**src/rtl/spd_pkg.sv**
```systemverilog
// Package: shared constants, types and the elaboration-time taper function
// for the speech endpoint detector. Assumes Q15 fixed point throughout.
package spd_pkg;

    localparam int FRAC_BITS = 15;

    typedef enum logic {
        ST_QUIET = 1'b0,
        ST_VOICE = 1'b1
    } ep_state_t;

    // Hamming taper value for position idx of a len-long frame, Q15 rounded
    function automatic logic [15:0] hamming_q15(input int idx, input int len);
        real ang;
        real val;
        ang = 2.0 * 3.14159265358979 * real'(idx) / real'(len - 1);
        val = (0.54 - 0.46 * $cos(ang)) * 32768.0 + 0.5;
        return 16'($rtoi(val));
    endfunction

endpackage

```
**src/rtl/spd_preemph.sv**
```systemverilog
// Module: first-order high-boost filter y = x - c*x_prev (c in Q15).
// Assumes one sample per in_valid; history is touched only on accepted
// samples. Output is registered, so y appears one edge after acceptance.
module spd_preemph #(
    parameter int SAMPLE_W = 16,
    parameter int COEF_Q15 = 31130,
    localparam int Y_W     = SAMPLE_W + 1
) (
    input  logic                       clk,
    input  logic                       rst_n,
    input  logic                       in_valid,
    input  logic signed [SAMPLE_W-1:0] in_sample,
    output logic                       y_valid,
    output logic signed [Y_W-1:0]      y_data
);
    localparam logic signed [SAMPLE_W:0] COEF = (SAMPLE_W + 1)'(COEF_Q15);

    logic signed [SAMPLE_W-1:0]   x_prev;
    logic signed [2*SAMPLE_W+1:0] prod;
    logic signed [Y_W-1:0]        scaled;
    logic signed [Y_W-1:0]        y_next;

    // Scaled previous sample, floored by arithmetic shift
    always_comb begin
        prod   = $signed({x_prev[SAMPLE_W-1], x_prev}) * COEF;
        scaled = Y_W'(prod >>> spd_pkg::FRAC_BITS);
        y_next = $signed({in_sample[SAMPLE_W-1], in_sample}) - scaled;
    end

    // History and output register, updated only on accepted samples
    always_ff @(posedge clk) begin
        if (!rst_n) begin
            x_prev  <= '0;
            y_valid <= 1'b0;
            y_data  <= '0;
        end else begin
            y_valid <= in_valid;
            if (in_valid) begin
                x_prev <= in_sample;
                y_data <= y_next;
            end
        end
    end

    localparam logic signed [Y_W-1:0] Y_MAX = Y_W'((1 <<< (SAMPLE_W - 1)) - 1 + COEF_Q15);
    localparam logic signed [Y_W-1:0] Y_MIN = Y_W'(-(1 <<< (SAMPLE_W - 1)) - COEF_Q15);

    AST_Y_IN_RANGE: assert property (@(posedge clk) disable iff (!rst_n)
        y_valid |-> (y_data <= Y_MAX && y_data >= Y_MIN));

    AST_HOLD_WHEN_IDLE: assert property (@(posedge clk) disable iff (!rst_n)
        !in_valid |=> $stable(x_prev));

endmodule

```
**src/rtl/spd_window_rom.sv**
```systemverilog
// Module: read-only taper table, one Q15 entry per frame position, filled
// at elaboration from spd_pkg::hamming_q15. Pure combinational lookup;
// positions beyond the frame read as zero.
module spd_window_rom #(
    parameter int FRAME_LEN = 160,
    localparam int POS_W    = $clog2(FRAME_LEN)
) (
    input  logic [POS_W-1:0] pos,
    output logic [15:0]      coef
);
    logic [15:0] table_q [FRAME_LEN];

    for (genvar i = 0; i < FRAME_LEN; i++) begin : g_entry
        assign table_q[i] = spd_pkg::hamming_q15(i, FRAME_LEN);
    end

    // Guarded lookup of the addressed entry
    always_comb begin
        coef = (pos < POS_W'(FRAME_LEN)) ? table_q[pos] : '0;
    end

endmodule

```
**src/rtl/spd_energy_lane.sv**
```systemverilog
// Module: one frame accumulator. Tapers each filtered sample at its frame
// position, squares it (stage A) and sums the squares (stage B). Position 0
// restarts the sum; position FRAME_LEN-1 closes it and pulses done.
// Assumes in_pos walks 0..FRAME_LEN-1 on successive in_valid cycles.
module spd_energy_lane #(
    parameter int SAMPLE_W  = 16,
    parameter int FRAME_LEN = 160,
    parameter int ENERGY_W  = 48,
    localparam int Y_W      = SAMPLE_W + 1,
    localparam int POS_W    = $clog2(FRAME_LEN),
    localparam int SQ_W     = 2 * Y_W
) (
    input  logic                  clk,
    input  logic                  rst_n,
    input  logic                  in_valid,
    input  logic signed [Y_W-1:0] in_y,
    input  logic [POS_W-1:0]      in_pos,
    output logic                  done,
    output logic [ENERGY_W-1:0]   energy
);
    logic [15:0]            coef;
    logic signed [Y_W+16:0] tap_prod;
    logic signed [Y_W-1:0]  tapered;
    logic signed [SQ_W-1:0] sq_signed;
    logic [SQ_W-1:0]        sq_q;
    logic                   sq_valid;
    logic                   sq_first;
    logic                   sq_last;
    logic [ENERGY_W-1:0]    acc;
    logic [ENERGY_W-1:0]    acc_next;

    spd_window_rom #(.FRAME_LEN(FRAME_LEN)) rom_i (
        .pos  (in_pos),
        .coef (coef)
    );

    // Taper and square the incoming filtered sample
    always_comb begin
        tap_prod  = in_y * $signed({1'b0, coef});
        tapered   = Y_W'(tap_prod >>> spd_pkg::FRAC_BITS);
        sq_signed = tapered * tapered;
    end

    // Stage A: register the square and its frame-position flags
    always_ff @(posedge clk) begin
        if (!rst_n) begin
            sq_q     <= '0;
            sq_valid <= 1'b0;
            sq_first <= 1'b0;
            sq_last  <= 1'b0;
        end else begin
            sq_valid <= in_valid;
            sq_q     <= SQ_W'(sq_signed);
            sq_first <= (in_pos == '0);
            sq_last  <= (in_pos == POS_W'(FRAME_LEN - 1));
        end
    end

    // Running sum, restarted at the first position of a frame
    always_comb begin
        acc_next = (sq_first ? '0 : acc) + {{(ENERGY_W - SQ_W){1'b0}}, sq_q};
    end

    // Stage B: accumulate and publish the closed frame
    always_ff @(posedge clk) begin
        if (!rst_n) begin
            acc    <= '0;
            done   <= 1'b0;
            energy <= '0;
        end else begin
            done <= 1'b0;
            if (sq_valid) begin
                acc <= acc_next;
                if (sq_last) begin
                    done   <= 1'b1;
                    energy <= acc_next;
                end
            end
        end
    end

    AST_NO_OVERFLOW: assert property (@(posedge clk) disable iff (!rst_n)
        (sq_valid && !sq_first) |=> (acc >= $past(acc)));

    AST_SQ_NONNEG: assert property (@(posedge clk) disable iff (!rst_n)
        in_valid |-> (sq_signed >= 0));

endmodule

```
**src/rtl/spd_endpoint_fsm.sv**
```systemverilog
// Module: word boundary decision. Counts consecutive frames above the upper
// threshold while quiet and below the lower threshold while voiced; a full
// run flips the state and pulses the matching event. Registered outputs,
// one edge after the frame strobe.
module spd_endpoint_fsm #(
    parameter int                ENERGY_W  = 48,
    parameter logic [ENERGY_W-1:0] HI_THRESH = 48'd2_000_000_000,
    parameter logic [ENERGY_W-1:0] LO_THRESH = 48'd200_000_000,
    parameter int                START_RUN = 3,
    parameter int                END_RUN   = 5,
    localparam int               RUN_MAX   = (START_RUN > END_RUN) ? START_RUN : END_RUN,
    localparam int               CNT_W     = $clog2(RUN_MAX + 1)
) (
    input  logic                clk,
    input  logic                rst_n,
    input  logic                frame_done,
    input  logic [ENERGY_W-1:0] frame_energy,
    output logic                speech_active,
    output logic                word_start,
    output logic                word_end
);
    spd_pkg::ep_state_t state;
    logic [CNT_W-1:0]   run_cnt;
    logic               loud;
    logic               quiet;

    // Threshold comparisons for the frame on the input
    always_comb begin
        loud  = frame_energy > HI_THRESH;
        quiet = frame_energy < LO_THRESH;
    end

    // State, run counter and event pulses
    always_ff @(posedge clk) begin
        if (!rst_n) begin
            state      <= spd_pkg::ST_QUIET;
            run_cnt    <= '0;
            word_start <= 1'b0;
            word_end   <= 1'b0;
        end else begin
            word_start <= 1'b0;
            word_end   <= 1'b0;
            if (frame_done) begin
                if (state == spd_pkg::ST_QUIET) begin
                    if (!loud) begin
                        run_cnt <= '0;
                    end else if (run_cnt == CNT_W'(START_RUN - 1)) begin
                        run_cnt    <= '0;
                        state      <= spd_pkg::ST_VOICE;
                        word_start <= 1'b1;
                    end else begin
                        run_cnt <= run_cnt + 1'b1;
                    end
                end else begin
                    if (!quiet) begin
                        run_cnt <= '0;
                    end else if (run_cnt == CNT_W'(END_RUN - 1)) begin
                        run_cnt  <= '0;
                        state    <= spd_pkg::ST_QUIET;
                        word_end <= 1'b1;
                    end else begin
                        run_cnt <= run_cnt + 1'b1;
                    end
                end
            end
        end
    end

    assign speech_active = (state == spd_pkg::ST_VOICE);

    AST_START_AFTER_FRAME: assert property (@(posedge clk) disable iff (!rst_n)
        word_start |-> ($past(frame_done) && $past(frame_energy) > HI_THRESH));

    AST_START_RAISES: assert property (@(posedge clk) disable iff (!rst_n)
        word_start |-> (speech_active && !$past(speech_active)));

    AST_END_AFTER_FRAME: assert property (@(posedge clk) disable iff (!rst_n)
        word_end |-> ($past(frame_done) && $past(frame_energy) < LO_THRESH));

    AST_END_DROPS: assert property (@(posedge clk) disable iff (!rst_n)
        word_end |-> (!speech_active && $past(speech_active)));

    AST_RUN_BOUNDED: assert property (@(posedge clk) disable iff (!rst_n)
        run_cnt < CNT_W'(RUN_MAX));

endmodule

```
**src/rtl/speech_endpoint_detector.sv**
```systemverilog
// Module (top): filter -> overlapped framing -> energy -> word boundaries.
// Overlap is realised with FRAME_LEN/HOP_LEN accumulator lanes fed the same
// filtered sample at offset frame positions, so no sample store is needed.
// Assumes FRAME_LEN is a multiple of HOP_LEN.
module speech_endpoint_detector #(
    parameter int                  SAMPLE_W  = 16,
    parameter int                  FRAME_LEN = 160,
    parameter int                  HOP_LEN   = 80,
    parameter int                  COEF_Q15  = 31130,
    parameter int                  ENERGY_W  = 48,
    parameter logic [ENERGY_W-1:0] HI_THRESH = 48'd2_000_000_000,
    parameter logic [ENERGY_W-1:0] LO_THRESH = 48'd200_000_000,
    parameter int                  START_RUN = 3,
    parameter int                  END_RUN   = 5
) (
    input  logic                clk,
    input  logic                rst_n,
    input  logic                smp_valid,
    input  logic [15:0]         smp_data,
    output logic                frame_done,
    output logic [47:0]         frame_energy,
    output logic                speech_active,
    output logic                word_start,
    output logic                word_end
);
    localparam int NUM_LANES = FRAME_LEN / HOP_LEN;
    localparam int POS_W     = $clog2(FRAME_LEN);
    localparam int Y_W       = SAMPLE_W + 1;

    logic                   y_valid;
    logic signed [Y_W-1:0]  y_data;
    logic [POS_W-1:0]       pos;
    logic [NUM_LANES-1:0]   started;
    logic [NUM_LANES-1:0]   lane_go;
    logic [NUM_LANES-1:0]   lane_done;
    logic [POS_W-1:0]       lane_pos [NUM_LANES];
    logic [ENERGY_W-1:0]    lane_energy [NUM_LANES];
    logic [ENERGY_W-1:0]    energy_mux;

    spd_preemph #(
        .SAMPLE_W (SAMPLE_W),
        .COEF_Q15 (COEF_Q15)
    ) pre_i (
        .clk       (clk),
        .rst_n     (rst_n),
        .in_valid  (smp_valid),
        .in_sample ($signed(smp_data[SAMPLE_W-1:0])),
        .y_valid   (y_valid),
        .y_data    (y_data)
    );

    // Shared frame position of the filtered stream, wraps every frame
    always_ff @(posedge clk) begin
        if (!rst_n) begin
            pos <= '0;
        end else if (y_valid) begin
            pos <= (pos == POS_W'(FRAME_LEN - 1)) ? '0 : pos + 1'b1;
        end
    end

    for (genvar k = 0; k < NUM_LANES; k++) begin : g_lane
        localparam int OFFSET = k * HOP_LEN;

        // Lane k becomes live when the stream reaches its starting offset
        always_ff @(posedge clk) begin
            if (!rst_n) begin
                started[k] <= 1'b0;
            end else if (y_valid && pos == POS_W'(OFFSET)) begin
                started[k] <= 1'b1;
            end
        end

        // Frame position as seen by lane k
        always_comb begin
            int diff;
            diff = int'(pos) - OFFSET;
            if (diff < 0) diff = diff + FRAME_LEN;
            lane_pos[k] = POS_W'(diff);
            lane_go[k]  = y_valid && (started[k] || pos == POS_W'(OFFSET));
        end

        spd_energy_lane #(
            .SAMPLE_W  (SAMPLE_W),
            .FRAME_LEN (FRAME_LEN),
            .ENERGY_W  (ENERGY_W)
        ) lane_i (
            .clk      (clk),
            .rst_n    (rst_n),
            .in_valid (lane_go[k]),
            .in_y     (y_data),
            .in_pos   (lane_pos[k]),
            .done     (lane_done[k]),
            .energy   (lane_energy[k])
        );
    end

    // Merge the (at most one) finishing lane onto the frame outputs
    always_comb begin
        energy_mux = '0;
        for (int k = 0; k < NUM_LANES; k++) begin
            if (lane_done[k]) energy_mux = energy_mux | lane_energy[k];
        end
    end

    assign frame_done   = |lane_done;
    assign frame_energy = 48'(energy_mux);

    spd_endpoint_fsm #(
        .ENERGY_W  (ENERGY_W),
        .HI_THRESH (HI_THRESH),
        .LO_THRESH (LO_THRESH),
        .START_RUN (START_RUN),
        .END_RUN   (END_RUN)
    ) fsm_i (
        .clk           (clk),
        .rst_n         (rst_n),
        .frame_done    (frame_done),
        .frame_energy  (energy_mux),
        .speech_active (speech_active),
        .word_start    (word_start),
        .word_end      (word_end)
    );

    AST_ONE_LANE_DONE: assert property (@(posedge clk) disable iff (!rst_n)
        $onehot0(lane_done));

    AST_DONE_SINGLE: assert property (@(posedge clk) disable iff (!rst_n)
        frame_done |=> !frame_done);

    AST_EVENTS_EXCLUSIVE: assert property (@(posedge clk) disable iff (!rst_n)
        !(word_start && word_end));

endmodule

```
**config.mk**
```make
export PLATFORM = sky130hd
export DESIGN_NAME = speech_endpoint_detector
export DESIGN_NICKNAME = d
export VERILOG_FILES = /design/src/rtl/spd_pkg.sv /design/src/rtl/spd_preemph.sv /design/src/rtl/spd_window_rom.sv /design/src/rtl/spd_energy_lane.sv /design/src/rtl/spd_endpoint_fsm.sv /design/src/rtl/speech_endpoint_detector.sv
export SDC_FILE = /design/constraint.sdc
export NUM_CORES = 2
export LEC_CHECK = 0
export BUFFER_PORTS_ARGS = -buffer_cell sky130_fd_sc_hd__buf_2
export CORE_MARGIN = 3
export CORE_UTILIZATION = 25
export CTS_CLUSTER_DIAMETER = 50
export DETAILED_ROUTE_END_ITERATION = 16
export GPL_TIMING_DRIVEN = 0
export PLACE_DENSITY = 0.36
export SYNTH_ARGS = -nofsm -noshare
export SYNTH_HDL_FRONTEND = slang
export SYNTH_SLANG_ARGS = --single-unit
```
**constraint.sdc**
```tcl
create_clock -name clk -period 16.77 [get_ports clk]
set_input_delay 1.677 -clock clk [delete_from_list [all_inputs] [get_ports clk]]
set_output_delay 1.677 -clock clk [all_outputs]
set_load 0.1 [all_outputs]
```
# Word level (Yosys, flattened, before mapping)
# Memory sizes are Yosys's and may differ from the RTL's.
# Index checks and enable logic that the tools add are counted.
[op_classes] addsub=8 multipliers=5 n_lt_le_gt_ge=8 eq_ne=6 n_mux=26 n_bitwise=5 reduce_logical=16
[ops] cell="two-way mux 48 bit" n=4
[ops] cell="adder 48 x 34 -> 48 bit" n=2
[ops] cell="two-way mux 16 bit" n=6
[ops] cell="multiplier 17 x 17 -> 34 bit" n=2
[ops] cell="multiplier 17 x 17 -> 32 bit" n=2
[ops] cell="> comparator 48 x 31 -> 1 bit, second input constant" n=1
[ops] cell="less-than comparator 48 x 28 -> 1 bit, second input constant" n=1
[ops] cell="bitwise OR 48 bit" n=1
[ops] cell="multiplier 16 x 15 -> 31 bit, second input constant" n=1
[ops] cell="equality test 8 bit, second input constant" n=3
[ops] cell="zero test 8 bit" n=3
[ops] cell="two-way mux 8 bit" n=3
[ops] cell=">= comparator 9 bit, second input constant" n=2
[ops] cell="NOT 8 -> 9 bit" n=2
[ops] cell="subtractor 16 x 17 -> 17 bit" n=1
[ops] cell="adder 8 bit, second input constant" n=2
[ops] cell="less-than comparator 8 bit, second input constant" n=2
[ops] cell="two-way mux 3 bit" n=5
[ops] cell="less-than comparator 9 x 1 -> 1 bit, second input constant" n=1
[ops] cell="subtractor 8 x 7 -> 9 bit, second input constant" n=1
[ops] cell="adder 8 x 1 -> 8 bit, second input constant" n=1
[ops] cell="equality test 8 x 7 -> 1 bit, second input constant" n=1
[ops] cell="less-than comparator 8 x 1 -> 1 bit, second input constant" n=1
[ops] cell="two-way mux 1 bit" n=8
[ops] cell="10 further kinds" n=18
[word_totals] register_bits=318 romBits=8192 in_bits=19 output_inout_bits=52 elab_cells=100 memories=2
[memory_table] memory="(no name shown)" words=256 word_bits=16 rd=1 rd_ports_with_merged_regs=0 wr=0 line="spd_window_rom.sv:19" text="coef = (pos < POS_W'(FRAME_LEN)) ? table_q[pos] : '0;"
[memory_table] memory="(no name shown)" words=256 word_bits=16 rd=1 rd_ports_with_merged_regs=0 wr=0 line="spd_window_rom.sv:19"

# Longest topological paths before layout
[depth] word_depth=10 ltp_mapped=65 mapped_depth_nobuf=58

# Cells and area by module
# Synthesis repeated with hierarchy kept, for this count alone.
[unflattened] cells_unflattened=7877 hier_area_um2=67603.6
[modules_own_cells] module="spd_energy_lane at g_lane[0].lane_i" instances=1 cells_each=2960 area_each_um2=26173.9
[modules_own_cells] module="spd_energy_lane at g_lane[1].lane_i" instances=1 cells_each=2934 area_each_um2=26143.8
[modules_own_cells] module="spd_preemph" instances=1 cells_each=756 area_each_um2=7053.0
[modules_own_cells] module="spd_window_rom" instances=2 cells_each=505 area_each_um2=3241.9
[modules_own_cells] module="speech_endpoint_detector" instances=1 cells_each=131 area_each_um2=1097.3
[modules_own_cells] module="spd_endpoint_fsm" instances=1 cells_each=86 area_each_um2=651.9

# Worst setup path after synthesis
# OpenSTA, ideal clock, no wires.
[synth_timing] kind="register -> register" start="register pos[4]" end="register g_lane[1].lane_i.sq_q[32]" arrival_ps=14625 t_required_ps=16642 setup_slack_ps=2017 stages_incl_launch_ff=60 path_buffers=7 period_less_slack_ps=14753 path_cell_list="dfxtp_1 inv_1 buf_1 clkbuf_1 buf_1 ha_1 nor2b_1 nor2_1 xnor2_1 buf_2 buf_2 a221oi_1 o21ai_0 o21ai_0 a21oi_1 o21ai_1 clkbuf_1 and2_1 [... 24 more ...] fa_1 inv_1 fa_1 fa_1 inv_1 fa_1 inv_1 ha_1 a41o_1 a21oi_1 nor3b_1 a21oi_1 a311o_1 a22oi_1 a2111oi_0 a311oi_1 xor2_1 nor2_1"
[synth_between] elab_chain_cells=10 word_cells_on_any_way=12 classes_between="add/sub (2); mul (2); order compare (2); mux (4); bitwise (1); memory (1)"
[synth_lines] item="start, declared" line="speech_endpoint_detector.sv:32" text="logic [POS_W-1:0] pos;"
[synth_lines] item="start signal, assigned" line="speech_endpoint_detector.sv:57" text="pos <= (pos == POS_W'(FRAME_LEN - 1)) ? '0 : pos + 1'b1;"
[synth_lines] item="subtractor 8 x 7 -> 9 bit *" line="speech_endpoint_detector.sv:76" text="diff = int'(pos) - OFFSET;"
[synth_lines] item="adder 8 bit / less-than comparator 9 x 1 -> 1 bit (equally long branches)" line="speech_endpoint_detector.sv:77" text="if (diff < 0) diff = diff + FRAME_LEN;"
[synth_lines] item="two-way mux 8 bit *" line="speech_endpoint_detector.sv:77"
[synth_lines] item="NOT 8 -> 9 bit (not written as such)" line="spd_window_rom.sv:19"
[synth_lines] item="memory (256 x 16 bit)"
[synth_lines] item="two-way mux 16 bit (not written as such) (2 in a row)" line="spd_window_rom.sv:19"
[synth_lines] item="two-way mux 16 bit *" line="spd_window_rom.sv:19"
[synth_lines] item="multiplier 17 x 17 -> 32 bit *" line="spd_energy_lane.sv:39" text="tap_prod = in_y * $signed({1'b0, coef});"
[synth_lines] item="multiplier 17 x 17 -> 34 bit *" line="spd_energy_lane.sv:41" text="sq_signed = tapered * tapered;"
[synth_lines] item="end signal, assigned" line="spd_energy_lane.sv:53" text="sq_q <= SQ_W'(sq_signed);"
[synth_lines] item="end, declared" line="spd_energy_lane.sv:25" text="logic [SQ_W-1:0] sq_q;"
# Every way passes the cells marked *; elsewhere a longest branch is shown, timed or not. The select of a mux whose other input is x is not followed.
# A chain may end at the register's enable or synchronous reset.

# Worst setup path after layout
[layout_timing] start="register pos[4]" end="register g_lane[0].lane_i.sq_q[32]"
[layout_between] elab_chain_cells=9 word_cells_on_any_way=11 classes_between="add/sub (1); mul (2); order compare (2); mux (4); bitwise (1); memory (1)"
[layout_lines] item="adder 8 bit / less-than comparator 8 x 1 -> 1 bit (equally long branches)" line="speech_endpoint_detector.sv:77"
[layout_lines] item="two-way mux 8 bit *" line="speech_endpoint_detector.sv:77"
[layout_lines] item="NOT 8 -> 9 bit (not written as such)" line="spd_window_rom.sv:19"
[layout_lines] item="memory (256 x 16 bit)"
[layout_lines] item="two-way mux 16 bit (not written as such) (2 in a row)" line="spd_window_rom.sv:19"
[layout_lines] item="two-way mux 16 bit *" line="spd_window_rom.sv:19"
[layout_lines] item="multiplier 17 x 17 -> 32 bit *" line="spd_energy_lane.sv:39"
[layout_lines] item="multiplier 17 x 17 -> 34 bit *" line="spd_energy_lane.sv:41"
[layout_lines] item="end signal, assigned" line="spd_energy_lane.sv:53"
[layout_lines] item="end, declared" line="spd_energy_lane.sv:25"
# Marked as above.

==> results by stage <==
Run status:
- The flow ran to the end, and the final reports show no timing, DRC or antenna violations.

Drt:
- The residual DRC count is 0.
- The routed wire length per instance is 22.4 um.
- The via density per instance is 4.68.
- For this run, the detailed router's first-pass iteration total came to 6.
- Summed over all layers, the routed wires come to 245 mm.
- The routed layout has 51300 vias.
- The first routing iteration left 3233 violations.
- The number of nets with antenna violations after routing is 0.

Setup path:
- The largest fanout on the critical path is 10.
- The worst setup path is of the flip-flop to flip-flop kind.
- The cell seen most often among critical-path stages is sky130_fd_sc_hd__fa_1.
- STA classifies the critical path endpoint as a flip-flop.
- Grouping stages by cell kind, the critical path spends the most delay in adder cells.
- The required time of the worst setup path is 17.26 ns.
- The count of buffering cells on the critical path with inverters included is 12.
- The category of the worst setup path launch point is a flip-flop.
- At the worst endpoint, the arrival time is 16.75 ns.
- The slowest stage of the critical path is the sky130_fd_sc_hd__buf_1 cell.
- The maximum single-stage delay on the critical path is 0.75 ns.

Place:
- After detailed placement, the total cell area comes to 68400 um2.
- In this run the tool buffered the top-level ports with 68 buffer cells.
- Detailed placement finished with a half-perimeter wire length of 202 mm.
- The congestion estimate from routability-driven global placement came to 0.925.

Synth:
- The number of distinct library cell variants in the gate-level netlist after synthesis is 97.
- After synthesis, the most frequently instantiated cells are sky130_fd_sc_hd__inv_1 (1513), sky130_fd_sc_hd__fa_1 (1143), sky130_fd_sc_hd__nand2_1 (773).
- Of the total synthesized cell area, the portion taken by AND, OR, NAND and NOR gates is 0.154.
- Yosys attributes the largest share of cell area to sky130_fd_sc_hd__fa_1 (36%), sky130_fd_sc_hd__ha_1 (11%), sky130_fd_sc_hd__dfxtp_1 (9.9%).
- Of the post-synthesis cell area, the dominant cell type holds 0.360.
- The mean cell area of the mapped netlist is 8.59 um2.
- The Yosys warning count is 0.
- The net count of the mapped netlist is 9111.
- The proportion of synthesized area in mux cells is 0.0243.
- The complex-gate fraction of the synthesized area is 0.110.
- For this run, the leading register cell type out of synthesis is sky130_fd_sc_hd__dfxtp_1.
- Yosys instantiated no cell more often than sky130_fd_sc_hd__inv_1.
- Of the total synthesized cell area, the portion taken by XOR and XNOR cells is 0.0342.
- The number of enable-type register cells in the synthesized netlist is 0.
- The post-synthesis cell type with the largest combined area is sky130_fd_sc_hd__fa_1.
- Counting flops with an async set or reset pin after synthesis yields a share of 0.
- Of the total synthesized cell area, the portion taken by full adders, half adders and majority gates is 0.468.
- The mapped netlist covers 63600 um2.
- Synthesis handed over a netlist of 7400 instances.
- Of the synthesized area, sequential elements account for 0.0995.
- By area, the combinational part of the netlist is dominated by adder cells.
- The number of flip-flops and latches in the synthesized netlist is 316.

GRT:
- Across every metal layer, demand over resource in global routing totals 0.190.
- Entering global routing, the biggest net connects 31 pins.
- The number of global-route vias before repair is 55200.
- The first-pass GRT wire length is 370 mm.
- The remaining global-route overflow is 0.
- The initial antenna violation count came to 12.

Min path:
- The worst min-delay path category is flip-flop to flip-flop.

STA:
- The maximum frequency from static timing analysis is 61.5 MHz.
- For the pin with the worst max-slew slack, the measured transition is 1.39 ns.
- Setup violations remaining at the end of the flow were counted as 0.
- The number of hold violations in the final report came to 0.
- The count of pins over their slew limit is 0.
- Dividing the final minimum period by the clock period gives 0.970.
- The clock period could shrink to 16.26 ns.
- Summed over all failing endpoints, the final setup total negative slack is 0 ns.
- The setup skew after layout is 0.0268 ns.
- The worst pin sits at a relative slew slack of 0.0732.
- Setup repair after global routing could not meet its margin everywhere.

Die:
- The number of cell rows is 184.
- The starting density of the core is 0.252.
- From bottom edge to top edge, the die measures 510 um.
- The area inside the core boundary is 252000 um2.
- 71 I/O pins were placed.
- The horizontal die dimension is 510 um.
- The floorplan die area is 260000 um2.

Clock network:
- The number of hold buffers added after CTS is 0.
- After clock tree synthesis, the clock-pin slew on the worst setup and hold paths is 0.06 ns.
- No sink is reached through more buffers than the 3 on the longest clock path.
- Clock latency on the worst-skew pair, taken at its later pin, is 0.63 ns.
- The clock drives 316 sinks.
- The number of levels the H-tree was split into is 2.
- The number of buffers added by the clock tree synthesis step is 51.
- The tree is rooted in a sky130_fd_sc_hd__clkbuf_16.
- TritonCTS built the clock tree.

Layout:
- The count of filler cells inserted in the layout is 27300.
- In the final layout, flip-flops and latches occupy 6330 um2.
- The number of nets in the layout is 9276.
- The multi-input logic area is 51200 um2.
- The layout overhead on the synthesized area is 12.4%.
- The proportion of layout cells with a drive suffix above 1 is 0.0690.
- The core occupancy in the finished layout is 0.284.
- After routing the design area is 71500 um2.

Run:
- Across the run, the number of max-cap violations was 0.
[state kept, by name (all words and copies together), names as in the netlist]
name	cells
started	2
pre_i.y_data	17
g_lane.lane_i.sq_first	2
g_lane.lane_i.sq_valid	2
g_lane.lane_i.acc	96
pre_i.x_prev	16
fsm_i.run_cnt	3
pre_i.y_valid	1
fsm_i.speech_active	1
fsm_i.word_end	1
g_lane.lane_i.done	2
g_lane.lane_i.sq_q	66
g_lane.lane_i.sq_last	2
g_lane.lane_i.energy	96
pos	8
fsm_i.word_start	1
[metal layers]
layer | GRT usage | wire length, um | up-vias
met1 | 0.272 | 115000 | 26100
met3 | 0.0165 | 11700 | 245
li1 | - | - | 23600
met4 | 0.0440 | 6180 | 0
met2 | 0.310 | 112000 | 1301
met5 | 0 | 0 | -
[logic make-up (layout without fill, tap and decap cells)]
kind of cell,Yosys count,after routing
muxes,126,126
buffers and inverters,1846,2052
adders and majority gates,1692,1692
and+or+nand+nor,2096,2096
AOI/OAI and AO/OA,1079,1079
xor gates and xnor gates,245,245
other,0,13
DFF,316,316
[cell type report]
type                    instances  share of cell area
inverters                    1527              0.0805
diodes                         13            0.000455
multi-input cells            5238               0.716
well taps                    3348              0.0586
clock inverters                36             0.00562
plain buffers                 313              0.0201
flip-flops and latches        316              0.0886
clock buffers                  58              0.0189
repair buffers                118              0.0112
[placed cells by master (no fill, tap or decap), types with 43 or more instances in the layout]
cell type,synthesis,final
sky130_fd_sc_hd__a211oi_1,54,51
sky130_fd_sc_hd__a21o_1,72,71
sky130_fd_sc_hd__a21oi_1,310,299
sky130_fd_sc_hd__a22o_1,55,55
sky130_fd_sc_hd__a31oi_1,53,50
sky130_fd_sc_hd__and2_1,275,275
sky130_fd_sc_hd__buf_2,35,102
sky130_fd_sc_hd__buf_4,0,43
sky130_fd_sc_hd__clkbuf_1,249,187
sky130_fd_sc_hd__clkbuf_16,0,51
sky130_fd_sc_hd__dfxtp_1,316,312
sky130_fd_sc_hd__fa_1,1143,1138
sky130_fd_sc_hd__ha_1,549,544
sky130_fd_sc_hd__inv_1,1513,1508
sky130_fd_sc_hd__mux2i_1,99,98
sky130_fd_sc_hd__nand2_1,773,771
sky130_fd_sc_hd__nand3_1,91,90
sky130_fd_sc_hd__nor2_1,529,519
sky130_fd_sc_hd__nor2b_1,121,117
sky130_fd_sc_hd__nor3_1,76,74
sky130_fd_sc_hd__o21ai_0,217,205
sky130_fd_sc_hd__xnor2_1,158,145
sky130_fd_sc_hd__xor2_1,83,76
[path summary, 6_finish.rpt]
path / to / cells after the start / slack, ns / start
max: g_lane[0].lane_i.sq_q[32] / 48 / 0.51 / pos[4]
min: started[0] / 1 / 0.45 / started[0]
max reg2reg: g_lane[0].lane_i.sq_q[32] / 48 / 0.51 / pos[4]
min reg2reg: started[0] / 1 / 0.45 / started[0]
[through the flow]
stage                     instances  worst slack, ns  hold WS [ns]
final                         11000            0.511         0.453
after detailed placement      10800            -3.64         0.445
after global placement        10800            -4.61         0.434
after floorplan                7400             2.02         0.425
after global routing          11000          -0.0258         0.475
after CTS                     10900           0.0145         0.457
[timing repair]
action / in CTS / in global routing
gates resized for setup: 175 / 149
buffers inserted: 17 / 22
cloned: 0 / 0
setup endpoints to repair: 49 / 20
pin swaps: 14 / 22
Power is not shown: default switching activity piles up to over one toggle a cycle in this logic, so the estimate is an artifact.
